[src/rtl/eic_pkg.sv]
package eic_pkg;

  localparam int FIELD_W = 3;
  localparam int NIB_W   = 4;
  localparam int PAIRS_PER_REG = 8;

  localparam logic [1:0] A_CFG_LO = 2'd0;
  localparam logic [1:0] A_CFG_HI = 2'd1;
  localparam logic [1:0] A_MASK   = 2'd2;
  localparam logic [1:0] A_PEND   = 2'd3;

  localparam int GRP_FIRST [4] = '{0, 4, 12, 20};
  localparam int GRP_LAST  [4] = '{3, 11, 19, 27};

  // Event for one line from its mode code, current and previous sample
  function automatic logic line_event(logic [2:0] mode, logic cur, logic prv);
    logic ev;
    case (mode[2:1])
      2'b00:   ev = mode[0] ? cur : ~cur;
      2'b01:   ev = prv & ~cur;
      2'b10:   ev = ~prv & cur;
      default: ev = prv ^ cur;
    endcase
    return ev;
  endfunction

  // Bit vector with ones over the lines of one group
  function automatic logic [31:0] grp_sel(int g);
    logic [31:0] v;
    v = '0;
    for (int i = 0; i < 32; i++)
      if (i >= GRP_FIRST[g] && i <= GRP_LAST[g]) v[i] = 1'b1;
    return v;
  endfunction

endpackage

[src/rtl/eic_sync.sv]
module eic_sync #(
  parameter int W = 28
) (
  input  logic         clk,
  input  logic         rst,
  input  logic [W-1:0] async_i,
  output logic [W-1:0] sync_o
);
  logic [W-1:0] meta_q;

  always_ff @(posedge clk) begin
    if (rst) begin
      meta_q <= '0;
      sync_o <= '0;
    end else begin
      meta_q <= async_i;
      sync_o <= meta_q;
    end
  end
endmodule

[src/rtl/eic_detect.sv]
module eic_detect
  import eic_pkg::*;
#(
  parameter int N = 28
) (
  input  logic                 clk,
  input  logic                 rst,
  input  logic [N-1:0]         sync_i,
  input  logic [N*FIELD_W-1:0] mode_i,
  output logic [N-1:0]         evt_o
);
  logic [N-1:0] prev_q;

  always_ff @(posedge clk) begin
    if (rst) prev_q <= '0;
    else     prev_q <= sync_i;
  end

  for (genvar i = 0; i < N; i++) begin : g_line
    assign evt_o[i] = line_event(mode_i[i*FIELD_W +: FIELD_W], sync_i[i], prev_q[i]);
  end
endmodule

[src/rtl/ext_irq_ctrl.sv]
module ext_irq_ctrl
  import eic_pkg::*;
#(
  parameter int NUM_LINES = 28,
  parameter int DATA_W    = 32,
  parameter int GROUPS    = 4
) (
  input  logic                 clk,
  input  logic                 rst,
  input  logic [NUM_LINES-1:0] pin_i,
  input  logic                 wr_en,
  input  logic [1:0]           addr,
  input  logic [DATA_W-1:0]    wdata,
  output logic [DATA_W-1:0]    rdata,
  output logic [GROUPS-1:0]    grp_irq
);
  localparam int PAIRS = (NUM_LINES + 1) / 2;

  logic [FIELD_W-1:0]           cfg_q [PAIRS];
  logic [NUM_LINES-1:0]         mask_q;
  logic [NUM_LINES-1:0]         pend_q;
  logic [NUM_LINES-1:0]         pin_s;
  logic [NUM_LINES-1:0]         evt;
  logic [NUM_LINES-1:0]         clr;
  logic [NUM_LINES-1:0]         active;
  logic [NUM_LINES*FIELD_W-1:0] mode_flat;
  logic                         unused_wbits;

  assign unused_wbits = ^wdata;

  eic_sync #(.W(NUM_LINES)) u_sync (
    .clk(clk), .rst(rst), .async_i(pin_i), .sync_o(pin_s)
  );

  eic_detect #(.N(NUM_LINES)) u_det (
    .clk(clk), .rst(rst), .sync_i(pin_s), .mode_i(mode_flat), .evt_o(evt)
  );

  // Trigger fields, one per pair of lines
  for (genvar p = 0; p < PAIRS; p++) begin : g_pair
    localparam int REG_IDX = p / PAIRS_PER_REG;
    localparam int SHIFT   = (p % PAIRS_PER_REG) * NIB_W;

    always_ff @(posedge clk) begin
      if (rst)
        cfg_q[p] <= '0;
      else if (wr_en && addr == 2'(REG_IDX))
        cfg_q[p] <= wdata[SHIFT +: FIELD_W];
    end

    assign mode_flat[2*p*FIELD_W +: FIELD_W] = cfg_q[p];
    if (2*p + 1 < NUM_LINES) begin : g_odd
      assign mode_flat[(2*p+1)*FIELD_W +: FIELD_W] = cfg_q[p];
    end
  end

  // Mask and pending registers
  assign clr = (wr_en && addr == A_PEND) ? wdata[NUM_LINES-1:0] : '0;

  always_ff @(posedge clk) begin
    if (rst) begin
      mask_q <= '1;
      pend_q <= '0;
    end else begin
      if (wr_en && addr == A_MASK) mask_q <= wdata[NUM_LINES-1:0];
      pend_q <= (pend_q & ~clr) | evt;
    end
  end

  // Group summary outputs
  assign active = pend_q & ~mask_q;

  for (genvar g = 0; g < GROUPS; g++) begin : g_grp
    localparam logic [31:0] SEL = grp_sel(g);
    always_ff @(posedge clk) begin
      if (rst) grp_irq[g] <= 1'b0;
      else     grp_irq[g] <= |(active & SEL[NUM_LINES-1:0]);
    end
  end

  // Read mux
  always_comb begin
    rdata = '0;
    for (int p = 0; p < PAIRS; p++)
      if (addr == 2'(p / PAIRS_PER_REG))
        rdata[(p % PAIRS_PER_REG)*NIB_W +: FIELD_W] = cfg_q[p];
    if (addr == A_MASK) rdata[NUM_LINES-1:0] = mask_q;
    if (addr == A_PEND) rdata[NUM_LINES-1:0] = pend_q;
  end
endmodule

[config.mk]
export PLATFORM = sky130hd
export DESIGN_NAME = ext_irq_ctrl
export DESIGN_NICKNAME = d
export VERILOG_FILES = /design/src/rtl/eic_pkg.sv /design/src/rtl/eic_sync.sv /design/src/rtl/eic_detect.sv /design/src/rtl/ext_irq_ctrl.sv
export SDC_FILE = /design/constraint.sdc
export NUM_CORES = 1
export LEC_CHECK = 0
export ABC_AREA = 0
export BUFFER_PORTS_ARGS = -buffer_cell sky130_fd_sc_hd__buf_4
export CAP_MARGIN = 20
export CORE_ASPECT_RATIO = 0.6
export CORE_UTILIZATION = 59
export CTS_CLUSTER_SIZE = 20
export DETAILED_ROUTE_END_ITERATION = 12
export GPL_ROUTABILITY_DRIVEN = 0
export HOLD_SLACK_MARGIN = 0.03
export PLACE_DENSITY = 0.8
export SLEW_MARGIN = 10
export SYNTH_ARGS = -nofsm -noshare
export SYNTH_HDL_FRONTEND = slang
export SYNTH_HIERARCHICAL = 1
export SYNTH_SLANG_ARGS = --single-unit
[constraint.sdc]
create_clock -name clk -period 2.3 [get_ports clk]
set_input_delay 0.115 -clock clk [delete_from_list [all_inputs] [get_ports clk]]
set_output_delay 0.115 -clock clk [all_outputs]
set_load 0.02 [all_outputs]
==> impl_metrics.env <==
export IMPL_status="complete, no violations"
export IMPL_cts_sinks=186
export IMPL_cts_buffer_depth=2
export IMPL_fp_coreArea_mm2=0.0145
export IMPL_required_ns=2.18
export IMPL_crit_arrival_ns=1.62
export IMPL_drc=0
export IMPL_leakage_nw=4.70
export IMPL_die_w_um=160
export IMPL_end_kind="output port"
export IMPL_drt_initial_drc_count=630
export IMPL_first_global_vias=6330
export IMPL_grt_use_total=0.281
export IMPL_pre_cts_slack_ns=0.682
export IMPL_cts_root_buf="clkbuf_16"
export IMPL_cpPeakStageDelay_ns=0.51
export IMPL_routed_via_density=5.49
export IMPL_dpl_cell_count=1080
export IMPL_rsz0062_at_grt="no"
export IMPL_crit_path_max_fanout=3
export IMPL_hold_class="in2reg"
export IMPL_critPathKind="reg2out"
export IMPL_diodes=0
export IMPL_cp_top_family="flip-flops"
export IMPL_drt_pass1_iter_count=5
export IMPL_p_int_mw=5.76
export IMPL_placed_cell_area_mm2=0.00973
export IMPL_post_cts_repair_setup_buffers=0
export IMPL_synth_area_mm2=0.00884
export IMPL_finalSetupTns_ns=0
export IMPL_synth_cells=807
export IMPL_antenna_found_initial=0
export IMPL_ant_nets=0
export IMPL_design_die_area_mm2=0.0155
export IMPL_fin_ws_ns=0.569
export IMPL_vias=6433
export IMPL_grt_max_degree=82
export IMPL_ys_ff_latch=186
export IMPL_clock_latency_ns=0.43
export IMPL_async_flop_share=0
export IMPL_die_h_um=96.8
export IMPL_cp_slowest_cell="edfxtp_1"
export IMPL_wirelength_um=20800
export IMPL_cts_buffers=17
export IMPL_boundaryPins=101
export IMPL_cts_clk_slew_worst_paths_ns=0.07
export IMPL_syn2layout_area_growth_pct=23.5
export IMPL_fin_crit_ns=1.73
export IMPL_fin_area_mm2=0.0109
export IMPL_finalHoldViolCount=0
export IMPL_dp_hpwl_um=14000
export IMPL_design_power_total_mw=7.81
export IMPL_min_period_over_period=0.753
export IMPL_h_tree_depth=4
export IMPL_cts_tree="done"
export IMPL_overflow=0
export IMPL_ys_types=34
export IMPL_finClkSkew_ns=0.00949
export IMPL_swShare=0.262
export IMPL_yosysTopAreaCell="dfxtp_1"
export IMPL_synth_commonest_cells="dfxtp_1 (144), inv_1 (101), nor2_1 (61)"
export IMPL_syn_num_nets=928
export IMPL_crit_buf_inv=1
export IMPL_layout_drive_gt1_share=0.237
export IMPL_portBuffers=98
export IMPL_ir_worst_vdd_uv=444
export IMPL_p_clk_frac=0.378
export IMPL_start_util=0.608
export IMPL_finalSetupViolCount=0
export IMPL_rows=34
export IMPL_relSlewSlack=0.299
export IMPL_max_clock_freq_ghz=0.578
export IMPL_drv_slew=0
export IMPL_synthTopCellsByArea="dfxtp_1 (33%), edfxtp_1 (14%), mux4_2 (12%), ha_1 (7.9%), inv_1 (4.3%)"
export IMPL_syn_avg_cell_area_um2=11.0
export IMPL_power_sequential_fraction=0.477
export IMPL_p_comb_frac=0.145
export IMPL_nets=1081
export IMPL_wl_per_cell_um=17.8
export IMPL_maxCapViolations=0
export IMPL_synth_seq_area_share=0.469
export IMPL_start_kind="flip-flop"
export IMPL_tightest_slew_ns=1.03
export IMPL_synthFlopType="dfxtp_1"
export IMPL_yosysMostFrequentCell="dfxtp_1"
export IMPL_grt_pass1_wl_um=33200
export IMPL_worstPathCellList="mux4_2 > buf_4"
export IMPL_powerDensity_mw_per_mm2=715
export IMPL_synth_edf_count=42
export IMPL_ys_warn_count=6
export IMPL_synth_top_area_frac=0.326
export IMPL_reg2reg_slack_ns=0.59
export IMPL_stdcell_count=1171
export IMPL_switchingPower_mw=2.05
flip-flops by register name, indices dropped and copies added, names as in the netlist:
register / flops
cfg_q: 42
pend_q: 28
grp_irq: 4
mask_q: 28
u_sync/sync_o: 28
u_det/prev_q: 28
u_sync/meta_q: 28
placed cells by master (no fill, tap or decap), drive strengths merged, types with 3 or more instances in the layout:
cell / count
nand2: 49
mux4: 46
a2111oi: 3
nand3b: 25
nor2b: 72
a211o: 4
a31oi: 4
buf: 118
clkbuf: 19
edfxtp: 42
dlygate4sd3: 59
mux2: 3
ha: 56
dfxtp: 144
xnor2: 28
a22oi: 7
inv: 109
nor2: 61
a21oi: 28
and2: 45
nand4: 28
mux2i: 7
a22o: 3
power by group through the flow:
| stage | Combinational, mW | Sequential, mW | Clock, mW |
|---|---|---|---|
| after floorplan | 0.680 | 3.74 | 0 |
| after global placement | 1.01 | 3.78 | 0 |
| after detailed placement | 1.04 | 3.79 | 0 |
| after CTS | 1.13 | 3.72 | 2.98 |
| after global routing | 1.22 | 3.75 | 3.12 |
| final | 1.13 | 3.72 | 2.95 |
metal layers:
layer,GRT usage,wire length (µm),up-vias
li1,-,-,2989
met1,0.405,9280,3171
met5,0,0,-
met4,0.0659,223,0
met2,0.435,9570,251
met3,0.0575,1740,22
what timing repair did:
| action | CTS | global route |
|---|---|---|
| hold buffers | 59 | 0 |
| resized for setup | 0 | 0 |
| endpoints found under the hold margin | 101 | 0 |
final cells by class:
cell class / count / area (µm²)
Sequential cell: 186 / 4140
Multi-Input combinational cell: 477 / 4050
Fill cell: 977 / 3630
Timing Repair Buffer: 177 / 1500
Clock buffer: 19 / 464
Inverter: 101 / 379
Tap cell: 198 / 248
Clock inverter: 13 / 129
worst paths after layout:
path / from / end / cells after the start
setup / recovery: cfg_q[0][13]$_SDFFCE_PN0P_ / rdata[17] / 2
hold / removal: rst / u_det/prev_q[16]$_SDFF_PP0_ / 2
setup reg to reg: pend_q[7]$_SDFF_PP0_ / grp_irq[1]$_SDFF_PP0_ / 3
hold reg to reg: u_sync/meta_q[15]$_SDFF_PP0_ / u_sync/sync_o[15]$_SDFF_PP0_ / 1
cell families (layout without fill, tap and decap cells):
logic type | after synthesis | in the layout | share of synthesized area
and+or+nand+nor | 285 | 285 | 0.186
DFF | 186 | 186 | 0.469
buffers and inverters | 144 | 310 | 0.0730
adders and majority gates | 56 | 56 | 0.0793
muxes | 56 | 56 | 0.129
AOI/OAI and AO/OA | 51 | 51 | 0.0362
xor gates and xnor gates | 28 | 28 | 0.0277
other | 1 | 1 | 0.000424
metrics by stage:
step                      utilization  hold WS [ns]
after global routing            0.750         0.153
after detailed placement        0.669         0.330
after CTS                       0.750         0.124
final                           0.750         0.137
after global placement          0.669         0.330
after floorplan                     -         0.233
No activity file was read; power rests on OpenSTA's default activity.
